<file path="src/rtl/clkdiv_pkg.sv">
`timescale 1ns/1ps
package clkdiv_pkg;
  typedef enum logic {
    SHAPE_DUTY = 1'b0,
    SHAPE_HALF = 1'b1
  } shape_e;
endpackage

</file>
<file path="src/rtl/clkdiv_cfg.sv">
`timescale 1ns/1ps
module clkdiv_cfg
  import clkdiv_pkg::*;
#(
  parameter int CNT_W = 16
) (
  input  logic             clk_i,
  input  logic             rst_ni,
  input  logic [CNT_W-1:0] ratio_i,
  input  logic [CNT_W-1:0] high_i,
  input  logic             mode_i,
  output logic [CNT_W-1:0] n_o,
  output logic [CNT_W-1:0] h_o,
  output shape_e           shape_o
);
  logic [CNT_W-1:0] n_q, h_q;
  shape_e           shape_q;

  // Capture the configuration only while reset is held.
  always_ff @(posedge clk_i) begin
    if (!rst_ni) begin
      n_q     <= ratio_i;
      h_q     <= high_i;
      shape_q <= shape_e'(mode_i);
    end
  end

  assign n_o     = n_q;
  assign h_o     = h_q;
  assign shape_o = shape_q;

  AST_CFG_HELD: assert property (@(posedge clk_i) disable iff (!rst_ni)
    rst_ni |=> ($stable(n_q) && $stable(h_q) && $stable(shape_q)));
endmodule

</file>
<file path="src/rtl/clkdiv_count.sv">
`timescale 1ns/1ps
module clkdiv_count #(
  parameter int CNT_W = 16
) (
  input  logic             clk_i,
  input  logic             rst_ni,
  input  logic [CNT_W-1:0] n_i,
  output logic [CNT_W-1:0] cnt_o,
  output logic             last_o,
  output logic             wrap_o
);
  logic [CNT_W-1:0] cnt_q;
  logic             wrap_q;
  logic [CNT_W-1:0] limit;

  assign limit  = n_i - 1'b1;
  assign last_o = (cnt_q == limit);

  always_ff @(posedge clk_i) begin
    if (!rst_ni) begin
      cnt_q  <= '0;
      wrap_q <= 1'b0;
    end else if (last_o) begin
      cnt_q  <= '0;
      wrap_q <= 1'b1;
    end else begin
      cnt_q  <= cnt_q + 1'b1;
      wrap_q <= 1'b0;
    end
  end

  assign cnt_o  = cnt_q;
  assign wrap_o = wrap_q;

  AST_CNT_RANGE: assert property (@(posedge clk_i) disable iff (!rst_ni)
    (n_i >= 2) |-> (cnt_q < n_i));
  AST_CNT_STEP: assert property (@(posedge clk_i) disable iff (!rst_ni)
    (n_i >= 2 && cnt_q != limit) |=> (cnt_q == $past(cnt_q) + 1'b1));
  AST_WRAP_SINGLE: assert property (@(posedge clk_i) disable iff (!rst_ni)
    (n_i >= 2 && wrap_q) |=> !wrap_q);
endmodule

</file>
<file path="src/rtl/clkdiv_shape.sv">
`timescale 1ns/1ps
module clkdiv_shape
  import clkdiv_pkg::*;
#(
  parameter int CNT_W  = 16,
  parameter bit ODD_EN = 1'b1
) (
  input  logic             clk_i,
  input  logic             rst_ni,
  input  logic [CNT_W-1:0] n_i,
  input  logic [CNT_W-1:0] h_i,
  input  shape_e           shape_i,
  input  logic [CNT_W-1:0] cnt_i,
  input  logic             last_i,
  output logic             clk_o
);
  localparam int EXT_W = CNT_W + 1;

  logic [EXT_W-1:0] cnt_ext, thr;
  logic [CNT_W-1:0] half_pt;
  logic             cmp_q, tog_q, cut_q;
  logic             odd_n;

  assign cnt_ext = {1'b0, cnt_i};
  assign odd_n   = n_i[0];
  assign half_pt = (n_i >> 1) - 1'b1;
  // Duty mode compares against H; half mode against ceil(N/2).
  assign thr = (shape_i == SHAPE_HALF) ? (({1'b0, n_i} + 1'b1) >> 1) : {1'b0, h_i};

  // Rising-edge compare register: high while the count is below the threshold.
  always_ff @(posedge clk_i) begin
    if (!rst_ni) cmp_q <= 1'b0;
    else         cmp_q <= (cnt_ext < thr);
  end

  // Even-ratio half mode: toggle at the half-period and period ends.
  always_ff @(posedge clk_i) begin
    if (!rst_ni)                           tog_q <= 1'b0;
    else if (last_i || cnt_i == half_pt)   tog_q <= ~tog_q;
  end

  // Odd-ratio helper on the falling edge trims the last high cycle by half.
  generate
    if (ODD_EN) begin : g_odd
      always_ff @(negedge clk_i) begin
        if (!rst_ni) cut_q <= 1'b0;
        else         cut_q <= (cnt_ext != thr);
      end
    end else begin : g_no_odd
      assign cut_q = 1'b1;
    end
  endgenerate

  always_comb begin
    if (shape_i == SHAPE_DUTY) clk_o = cmp_q;
    else if (odd_n)            clk_o = cmp_q & cut_q;
    else                       clk_o = tog_q;
  end

  AST_DUTY_ZERO: assert property (@(posedge clk_i) disable iff (!rst_ni)
    (shape_i == SHAPE_DUTY && h_i == '0) |-> !clk_o);
  AST_TOGGLE_EVEN: assert property (@(posedge clk_i) disable iff (!rst_ni)
    (shape_i == SHAPE_HALF && !odd_n && n_i >= 2 && last_i) |=> (tog_q != $past(tog_q)));
endmodule

</file>
<file path="src/rtl/clkdiv_duty.sv">
`timescale 1ns/1ps
module clkdiv_duty
  import clkdiv_pkg::*;
#(
  parameter int CNT_W = 16
) (
  input  logic             clk_i,
  input  logic             rst_ni,
  input  logic [CNT_W-1:0] ratio_i,
  input  logic [CNT_W-1:0] high_i,
  input  logic             mode_i,
  output logic             clk_o,
  output logic             wrap_o
);
  logic [CNT_W-1:0] n_q, h_q, cnt;
  shape_e           shape_q;
  logic             last;

  clkdiv_cfg #(.CNT_W(CNT_W)) u_cfg (
    .clk_i(clk_i), .rst_ni(rst_ni), .ratio_i(ratio_i), .high_i(high_i),
    .mode_i(mode_i), .n_o(n_q), .h_o(h_q), .shape_o(shape_q)
  );

  clkdiv_count #(.CNT_W(CNT_W)) u_count (
    .clk_i(clk_i), .rst_ni(rst_ni), .n_i(n_q), .cnt_o(cnt),
    .last_o(last), .wrap_o(wrap_o)
  );

  clkdiv_shape #(.CNT_W(CNT_W), .ODD_EN(1'b1)) u_shape (
    .clk_i(clk_i), .rst_ni(rst_ni), .n_i(n_q), .h_i(h_q), .shape_i(shape_q),
    .cnt_i(cnt), .last_i(last), .clk_o(clk_o)
  );
endmodule

</file>
<file path="config.mk">
export PLATFORM = sky130hd
export DESIGN_NAME = clkdiv_duty
export DESIGN_NICKNAME = d
export VERILOG_FILES = /design/src/rtl/clkdiv_pkg.sv /design/src/rtl/clkdiv_cfg.sv /design/src/rtl/clkdiv_count.sv /design/src/rtl/clkdiv_shape.sv /design/src/rtl/clkdiv_duty.sv
export SDC_FILE = /design/constraint.sdc
export NUM_CORES = 1
export LEC_CHECK = 0
export BUFFER_PORTS_ARGS = -buffer_cell sky130_fd_sc_hd__buf_2
export CORE_ASPECT_RATIO = 1.75
export CORE_MARGIN = 2
export CORE_UTILIZATION = 50
export CTS_CLUSTER_DIAMETER = 120
export DETAILED_ROUTE_END_ITERATION = 16
export GPL_TIMING_DRIVEN = 0
export PLACE_DENSITY = 0.69
export SETUP_SLACK_MARGIN = 0.4
export SYNTH_ARGS = -nofsm -noshare
export SYNTH_HDL_FRONTEND = slang
export SYNTH_SLANG_ARGS = --single-unit
</file>
<file path="constraint.sdc">
create_clock -name clk_i -period 2.7 [get_ports clk_i]
set_input_delay 0 -clock clk_i [delete_from_list [all_inputs] [get_ports clk_i]]
set_output_delay 0 -clock clk_i [all_outputs]
set_load 0.02 [all_outputs]
</file>
==> flow_summary.toml, run 1 <==
[clock_network]
clockBufferDepth = 2
clk_latency_ns = 0.35
cts_tree = "yes"
cts.htree.levels = 2
cts_buffers = 5
cts.clk_slew.worst_paths_ns = 0.08
cts_sinks = 53
root_buffer = "clkbuf_16"

[grt]
grt_pass1_wl_mm = 16.2
grt_max_degree = 37
first_global_vias = 3446
grtUsageTotal_pct = 25.3
grt_overflow = 0
antenna_found_initial = 0

[floorplanning]
initial_core_util_pct = 51.7
die_area_um2 = 8150
num_rows = 41
core_um2 = 7180
fp.dieH_um = 118
boundaryPins = 37
die_w_um = 69.1

[placed_design]
numPortBuffers = 36
postPlaceCellArea_um2 = 4070
dpl.hpwl_mm = 6.90
pre_cts_ws_ns = -1.61
gp_congestion = 0.895
dp.cells = 520

[timing]
fin_ws_ns = -1.11
hold_viol = 0
tns_ns = -6.66
worst_pin_slew_ns = 0.759
finalSetupViolations = 20
fin_skew_ns = 0.0645
hold_slack_ns = 0.00921
drv_slew = 0
relSlewSlack_pct = 49.3
rsz0062_at_grt = "yes"

[routing]
totalWireLength_mm = 10.5
first_pass_iters = 4
drc = 0
vias = 3413
wl_per_cell_um = 17.3
viasPerCell = 5.60
drtIter0Drc = 205
postRouteAntennaNets = 0

[yosys]
ys_ff_latch = 53
ys.flop_type = "edfxtp_1"
synth.top_cell.area_share_pct = 26.7
synth_area_um2 = 3710
yosys.area.top_type = "edfxtp_1"
ys_async_sr_fraction_pct = 0
yosysUniqueCellTypes = 57
synth_area_leaders = "edfxtp_1 27%, dfxtp_1 11%, xnor2_1 9.0%, ha_1 7.1%, xor2_1 5.7%"
ys_warn_count = 0
synth_area_per_cell_um2 = 9.32
syn-num-nets = 454
synth_cells = 398
ys_seq_area_share_pct = 37.5
synth_edf_count = 33

[job]
cap_violations = 0

[power]
powerDensity_nw_per_um2 = 420
p_total_mw = 2.19
max-vdd-ir-drop_uv = 384
leakagePower_nw = 2.03

[min_path]
hold_path.class = "in2reg"

[setup_path]
cpMaxStageDelayCell = "edfxtp_1"
r2r_slack_ns = -1.11
worstPathRequired_ns = 1.54
path_depth = 13
arrival_ns = 2.65
cp-start-kind = "flop"
worstSetupEndpointType = "flop"
cp_top_family = "simple AND/OR/NAND/NOR gates"
crit_path_start = "u_cfg.n_o[1]$_DFFE_PN_"
cpPeakStageDelay_ns = 0.41
timing.rr.end = "u_shape.cut_q$_SDFF_NN0_"
path_buf_inv = 1
rr_worst_depth = 13
path_class = "reg2reg"
r2r-start = "u_cfg.n_o[1]$_DFFE_PN_"
crit_end = "u_shape.cut_q$_SDFF_NN0_"
cp_cell_sequence = "buf_6 > ha_4 > nand4_1 > nor2b_2 > and2_4 > nand2_2 > xor2_1 > nand2_1 > o21ai_1 > ha_1 > nand4_1 > nor4_4 > a31oi_2"
worst-path-max-fanout = 4
crit_path_frequent_cell = "nand4_1"

[cells_and_area]
post-route-util_pct = 72.6
layout-area-overhead-vs-synth_pct = 40.5
final_layout_size_suffix_gt1_share_pct = 30.8
stdcell_area_um2 = 5210
final_cell_count_no_fill = 609
num-fill-cells = 563
finalNetCount = 578
diodes = 0

[run_status]
violations = "negative setup slack"
status = "finished with violations"
## cell usage in the layout, fill, tap and decap left out, types with 8 or more instances in the layout
cell,Yosys,layout
xor2_1,24,24
ha_1,21,17
clkbuf_1,19,12
a21oi_1,10,10
buf_4,0,41
o21ai_0,23,19
dlygate4sd3_1,0,33
buf_2,5,37
nand2_1,36,34
xnor2_1,38,38
nor3_1,8,8
nor2_2,0,8
nand4_1,12,12
buf_6,3,12
dfxtp_1,20,20
nand3_1,24,20
edfxtp_1,33,33
nor2_1,30,20
## state kept, by name (all words and copies together), names as in the netlist
signal and flops:
u_cfg.h_o 16, u_cfg.n_o 16, u_cfg.shape_o 1, u_count.cnt_o 16, u_count.wrap_o 1, u_shape.cmp_q 1
u_shape.cut_q 1, u_shape.tog_q 1
## tightest hold or removal path: stages
cell	delay, ns
buf_2	0.14
nand2_1	0.06
mux2i_1	0.06
## what timing repair did
item	in CTS	in global routing
endpoints found under the hold margin	33	0
hold buffers	33	0
pin swaps	16	15
endpoints found under the setup margin	21	21
gates resized for setup	45	21
cloned	1	0
setup buffers	27	20
## final cells by class
| class | count | area, µm² | share of cell area [%] |
|---|---|---|---|
| inverters | 9 | 38.8 | 0.744 |
| clock inverters | 2 | 8.76 | 0.168 |
| flip-flops and latches | 53 | 1390 | 26.7 |
| plain buffers | 28 | 201 | 3.86 |
| repair buffers | 117 | 943 | 18.1 |
| clock buffers | 7 | 153 | 2.93 |
| multi-input cells | 307 | 2370 | 45.4 |
| well taps | 86 | 108 | 2.06 |
## power by group
part | total [mW] | internal [mW] | switching, mW
Sequential | 0.937 | 0.911 | 0.0260
Combinational | 0.563 | 0.276 | 0.286
Clock | 0.687 | 0.395 | 0.292
## kinds of logic (layout without fill, tap and decap cells)
family	after synthesis	in the layout	synth area share (%)
simple gates	158	158	23.3
xor+xnor	62	62	14.6
compound gates	58	58	10.6
flops	53	53	37.5
buf+inv	38	163	4.62
fa+ha+maj	21	21	7.08
mux	8	8	2.26
## layer usage
| metal | up-vias | track usage [%] | share of wire [%] |
|---|---|---|---|
| met1 | 1621 | 26.8 | 38 |
| met3 | 31 | 3.42 | 2.3 |
| met2 | 81 | 46.5 | 55 |
| met4 | 0 | 14.8 | 4.7 |
| li1 | 1680 | - | - |
| met5 | - | 0 | 0 |
## worst min-delay path by stage
stage,startpoint,end,slack [ns],cells after the start
2_1_floorplan,high_i[0],u_cfg.h_o[0]$_DFFE_PN_,0.1,0
5_1_grt,rst_ni,u_shape.tog_q$_SDFFE_PN0P_,0.03,3
6_report,rst_ni,u_shape.tog_q$_SDFFE_PN0P_,0.009,3
3_3_place_gp,ratio_i[5],u_cfg.n_o[5]$_DFFE_PN_,0.18,1
4_1_cts,rst_ni,u_shape.tog_q$_SDFFE_PN0P_,0.007,3
3_5_place_dp,high_i[3],u_cfg.h_o[3]$_DFFE_PN_,0.18,1
## cell usage after synthesis, types with 8 or more instances
cell,count
nor3_1,8
inv_1,10
nand4_1,12
xnor2_1,38
edfxtp_1,33
o21ai_0,23
ha_1,21
xor2_1,24
nand3_1,24
dfxtp_1,20
nand2_1,36
a21oi_1,10
clkbuf_1,19
nor2_1,30
Power figures use the tool's default switching activity.
==> inputs of run 2 (changes only) <==
--- a/config.mk
+++ b/config.mk
@@ -7,7 +7,6 @@
 export LEC_CHECK = 0
 export BUFFER_PORTS_ARGS = -buffer_cell sky130_fd_sc_hd__buf_2
 export CORE_ASPECT_RATIO = 1.75
-export CORE_MARGIN = 2
 export CORE_UTILIZATION = 50
 export CTS_CLUSTER_DIAMETER = 120
 export DETAILED_ROUTE_END_ITERATION = 16
==> constraint.sdc (replaced) <==
create_clock -name clk_i -period 2.7 [get_ports clk_i]
set_input_delay 0 -clock clk_i [delete_from_list [all_inputs] [get_ports clk_i]]
set_output_delay 0 -clock clk_i [all_outputs]
set_load 0.1 [all_outputs]
==> run 2 against run 1 <==
  * The flow still finishes with violations (negative setup slack)
  * Final area down 2.4%
  * Clock-buffer cell count up 1
  * Non-clock buffer count down 12
  * Combinational power about the same
  * Sequential power about the same
  * Global-route usage up 2.7 points
  * Cell count down 2.0%
  * Critical endpoint unchanged
==> flow_summary.toml, run 2 (synthesized netlist as in run 1, its figures left out) <==
[setup_path]
worstPathRequired_ns = 1.56
cp-start-kind = "flop"
worstSetupEndpointType = "flop"
arrival_ns = 2.62
worst-path-max-fanout = 4
path_class = "reg2reg"
timing.rr.end = "u_shape.cut_q$_SDFF_NN0_"
r2r-start = "u_cfg.n_o[2]$_DFFE_PN_"
cpMaxStageDelayCell = "edfxtp_1"
cpPeakStageDelay_ns = 0.42
rr_worst_depth = 11
r2r_slack_ns = -1.06
cp_cell_sequence = "ha_2 > nand2_4 > nor2_4 > nand3_4 > or3_1 > nand3_1 > o21ai_1 > ha_1 > nand4_1 > nor4_2 > a31oi_1"

[clock_network]
cts.clk_slew.worst_paths_ns = 0.07
clk_latency_ns = 0.36
root_buffer = "clkbuf_16"
cts_tree = "yes"
cts_buffers = 5
clockBufferDepth = 2
cts_sinks = 53
cts.htree.levels = 2

[grt]
grtUsageTotal_pct = 28.0
grt_overflow = 0
grt_pass1_wl_mm = 16.1
grt_max_degree = 37
antenna_found_initial = 0
first_global_vias = 3405

[power]
powerDensity_nw_per_um2 = 419
max-vdd-ir-drop_uv = 414
p_total_mw = 2.13
leakagePower_nw = 1.97

[routing]
drtIter0Drc = 254
wl_met3_um = 324
top_layer_used = "met4"
first_pass_iters = 5
vias = 3432
wl_per_cell_um = 17.1
drc = 0
totalWireLength_mm = 10.2
met1_length_mm = 3.84
postRouteAntennaNets = 0
viasPerCell = 5.75
dr_wl_met2_mm = 5.59

[job]
cap_violations = 0

[cells_and_area]
final_layout_size_suffix_gt1_share_pct = 27.2
layout-area-overhead-vs-synth_pct = 37.1
diodes = 0
finalNetCount = 566
final_cell_count_no_fill = 597
final_cell_mix = "37 x xnor2_1, 37 x buf_2, 33 x nand2_1, 33 x dlygate4sd3_1, 33 x edfxtp_1"
stdcell_area_um2 = 5080

[min_path]
hold_path.class = "in2reg"
worstHoldEndpoint = "u_shape.tog_q$_SDFFE_PN0P_"
min_path_cells = 3
hp-start = "rst_ni"

[run_status]
status = "finished with violations"
violations = "negative setup slack"

[timing]
fin_ws_ns = -1.06
drv_slew = 0
worst_pin_slew_ns = 0.701
finalSetupViolations = 20
rsz0062_at_grt = "yes"
fin_skew_ns = 0.0649
relSlewSlack_pct = 53.2
hold_viol = 0
hold_slack_ns = 0.0365

[floorplanning]
initial_core_util_pct = 51.7
die_w_um = 67.1
fp.dieH_um = 116
boundaryPins = 37
die_area_um2 = 7780
core_um2 = 7180
num_rows = 41

[placed_design]
pre_cts_ws_ns = -1.52
gp_congestion = 0.923
dp.cells = 520
numPortBuffers = 36
postPlaceCellArea_um2 = 4070
dpl.hpwl_mm = 6.87
run 2: per-layer routing:
layer	global-route usage, %	vias to the layer above
li1	-	1650
met1	30.5	1655
met2	49.8	97
met3	3.64	30
met4	17.0	0
met5	0	-
run 2: through the flow:
| step | utilization (%) | setup TNS (ns) |
|---|---|---|
| 5_1_grt | 70.8 | -7.17 |
| 6_report | 70.8 | -5.14 |
| 2_1_floorplan | - | -0.981 |
| 3_3_place_gp | 56.7 | -4.73 |
| 4_1_cts | 68.7 | -5.94 |
| 3_5_place_dp | 56.7 | -5.58 |
run 2: area by class of cell:
cell class                      count  area (µm²)
Fill cell                         568        2100
Sequential cell                    53        1390
Clock buffer                        8         136
Inverter                            9        36.3
Multi-Input combinational cell    307        2340
Buffer                             28         206
Tap cell                           86         108
Clock inverter                      1        3.75
Timing Repair Buffer              105         867
run 2: timing repair:
item / in CTS / in global routing
hold buffers: 33 / 0
pin swaps: 19 / 16
gates resized for setup: 36 / 29
endpoints found under the hold margin: 33 / 0
cloned: 1 / 0
endpoints found under the setup margin: 21 / 21
buffers inserted: 29 / 5
run 2: worst max path at each step:
stage                                 from                        to  slack [ns]  depth (start not counted)
CTS                 u_cfg.n_o[1]$_DFFE_PN_  u_shape.cut_q$_SDFF_NN0_       -1.14                         12
floorplan           u_cfg.n_o[1]$_DFFE_PN_  u_shape.cut_q$_SDFF_NN0_       -0.96                         11
global route        u_cfg.n_o[1]$_DFFE_PN_  u_shape.cut_q$_SDFF_NN0_       -1.17                         12
global placement    u_cfg.n_o[1]$_DFFE_PN_  u_shape.cut_q$_SDFF_NN0_       -1.54                         12
finish              u_cfg.n_o[2]$_DFFE_PN_  u_shape.cut_q$_SDFF_NN0_       -1.06                         11
detailed placement  u_cfg.n_o[1]$_DFFE_PN_  u_shape.cut_q$_SDFF_NN0_       -1.52                         12
run 2: power breakdown:
group | internal, mW | leakage (nW) | switching [mW]
clock | 0.348 | 0.0705 | 0.285
combinational | 0.271 | 1.42 | 0.289
sequential | 0.910 | 0.485 | 0.0262
run 2: critical path: cells and delay by family (launching register included):
kind	cells	cell delay [ns]
AND/OR/NAND/NOR	7	1.11
adder cells (fa/ha/maj)	2	0.56
flip-flops	1	0.42
AO/OA/AOI/OAI	2	0.24
==> inputs of run 3 (changes only) <==
--- a/config.mk
+++ b/config.mk
@@ -15,4 +15,5 @@
 export SETUP_SLACK_MARGIN = 0.4
 export SYNTH_ARGS = -nofsm -noshare
 export SYNTH_HDL_FRONTEND = slang
+export SYNTH_HIERARCHICAL = 1
 export SYNTH_SLANG_ARGS = --single-unit
==> run 3 against run 2 <==
  * Hold slack improved by 0.029 ns
  * Critical path depth unchanged
  * Critical endpoint is now u_shape/cut_q$_SDFF_NN0_
  * Clock power increased by 8.7%
  * The run still ends with negative setup slack left
  * Highest routed layer unchanged
  * Final area decreased by 3.0%
==> flow_summary.toml, run 3 <==
[floorplanning]
core_um2 = 7230
die_w_um = 67.7
initial_core_util_pct = 52.2
boundaryPins = 37
fp.dieH_um = 117
die_area_um2 = 7910
num_rows = 41

[grt]
first_global_vias = 3271
grtUsageTotal_pct = 26.7
grt_overflow = 0
antenna_found_initial = 0
grt_max_degree = 34
grt_pass1_wl_mm = 15.4

[cells_and_area]
num-fill-cells = 559
final_layout_size_suffix_gt1_share_pct = 23.3
post-route-util_pct = 68.2
layout-area-overhead-vs-synth_pct = 30.7
diodes = 0
stdcell_area_um2 = 4930
final_cell_mix = "46 x nand2_1, 40 x xnor2_1, 35 x buf_2, 34 x dlygate4sd3_1, 33 x edfxtp_1"
final_common_cell = "nand2_1"
finalNetCount = 561

[yosys]
ys.flop_type = "edfxtp_1"
syn-num-nets = 459
synth_edf_count = 33
ys_seq_area_share_pct = 36.9
synth_cells = 403
synth_area_um2 = 3770
synth.most_common_cell = "nand2_1"
yosysUniqueCellTypes = 63
ys_async_sr_fraction_pct = 0
yosys.area.top_type = "edfxtp_1"
ys_ff_latch = 53
synth_area_per_cell_um2 = 9.36
synth_area_leaders = "edfxtp_1 26%, dfxtp_1 11%, xnor2_1 9.3%, ha_1 7.0%, xor2_1 5.1%"
ys_warn_count = 6
synth.top_cell.area_share_pct = 26.3
synthTopCellsByCount = "47 x nand2_1, 40 x xnor2_1, 33 x edfxtp_1, 22 x o21ai_0, 22 x xor2_1"

[placed_design]
dpl.hpwl_mm = 6.55
numPortBuffers = 36
postPlaceCellArea_um2 = 4090
pre_cts_ws_ns = -1.56
gp_congestion = 0.882

[clock_network]
cts_buffers = 5
root_buffer = "clkbuf_16"
cts.htree.levels = 2
cts.clk_slew.worst_paths_ns = 0.06
cts_tree = "yes"
cts_sinks = 53
clockBufferDepth = 2
clk_latency_ns = 0.36

[routing]
dr_wl_met2_mm = 5.27
vias = 3394
drc = 0
first_pass_iters = 5
postRouteAntennaNets = 0
wl_met3_um = 346
totalWireLength_mm = 9.82
drtIter0Drc = 246
wl_per_cell_um = 16.6
met1_length_mm = 3.74
top_layer_used = "met4"
viasPerCell = 5.73

[timing]
hold_viol = 0
drv_slew = 0
relSlewSlack_pct = 50.3
finalSetupViolations = 20
fin_skew_ns = 0.0763
rsz0062_at_grt = "yes"
worst_pin_slew_ns = 0.745
fin_ws_ns = -1.08

[power]
leakagePower_nw = 1.91
max-vdd-ir-drop_uv = 396
powerDensity_nw_per_um2 = 427

[setup_path]
path_class = "reg2reg"
worst-path-max-fanout = 8
arrival_ns = 2.67
worstPathRequired_ns = 1.60
worstSetupEndpointType = "flop"
cp-start-kind = "flop"

[min_path]
hold_path.class = "in2reg"

[run_status]
status = "finished with violations"
violations = "negative setup slack"

[job]
cap_violations = 0
-- run 3: cell count changes after synthesis, moves of 5 or more --
cell      delta
nand2_1     +11
nand3_1      -8
nor2_2       +9
nor2_1      -14
clkbuf_1     -6
nor4_1       -5
a211oi_1     +5
-- run 3: layer usage --
metal,vias up,GRT usage (%)
met4,0,15.7
li1,1666,-
met2,111,48.2
met5,-,0
met3,27,3.10
met1,1590,28.6
-- run 3: kinds of logic (layout without fill, tap and decap cells) --
kind of cell / count (synthesis) / in the layout / share of synthesized area (%)
buffers and inverters: 31 / 134 / 3.75
DFF: 53 / 53 / 36.9
xor gates and xnor gates: 62 / 62 / 14.4
AOI/OAI and AO/OA: 69 / 69 / 12.1
adders and majority gates: 21 / 21 / 6.97
and+or+nand+nor: 164 / 164 / 25.1
muxes: 3 / 3 / 0.829
-- run 3: what timing repair did --
action | CTS | global route
hold buffers | 33 | 0
resized for setup | 29 | 13
endpoints found under the hold margin | 33 | 0
endpoints found under the setup margin | 21 | 21
pin swaps | 6 | 9
setup buffers | 20 | 5
-- run 3: metrics by stage --
stage | hold WS, ns | cells | total power [mW] | setup TNS, ns
finish | 0.0653 | 592 | 2.11 | -2.13
global placement | 0.176 | 525 | 1.31 | -5.80
CTS | 0.0626 | 586 | 2.10 | -1.50
floorplan | 0.0989 | 403 | 1.23 | -1.40
detailed placement | 0.178 | 525 | 1.33 | -5.39
global route | 0.0750 | 592 | 2.20 | -3.40
-- run 3: area by class of cell --
class | count | area (µm²) | area share [%]
buffer | 18 | 130 | 2.64
timing repair buffer | 95 | 763 | 15.5
tap | 86 | 108 | 2.18
clock inverter | 2 | 8.76 | 0.178
clock buffer | 7 | 154 | 3.12
multi-input combinational | 319 | 2330 | 47.3
sequential | 53 | 1390 | 28.2
inverter | 12 | 45.0 | 0.913
-- run 3: worst max-delay path: stages (launching register included) --
cell and delay [ns]:
edfxtp_1 0.39, ha_2 0.20, nand2_2 0.06, or3_4 0.34
buf_8 0.14, or3_1 0.34, nand3_1 0.10, o21ai_1 0.08
ha_1 0.34, nand3_2 0.12, nor3_4 0.18, a21boi_1 0.09
-- run 3: where the power goes --
part / switching [mW] / internal (mW) / leakage (nW)
Clock: 0.286 / 0.401 / 0.0844
Combinational: 0.246 / 0.226 / 1.34
Sequential: 0.0383 / 0.911 / 0.485
-- run 3: worst paths after layout --
check        slack [ns]                        from                          end  cells after the start
min reg2reg        0.49  u_shape/tog_q$_SDFFE_PN0P_   u_shape/tog_q$_SDFFE_PN0P_                      2
min                0.07                      rst_ni  u_count/cnt_o[1]$_SDFF_PP0_                      3
max               -1.08      u_cfg/n_o[1]$_DFFE_PN_     u_shape/cut_q$_SDFF_NN0_                     11
max reg2reg       -1.08      u_cfg/n_o[1]$_DFFE_PN_     u_shape/cut_q$_SDFF_NN0_                     11
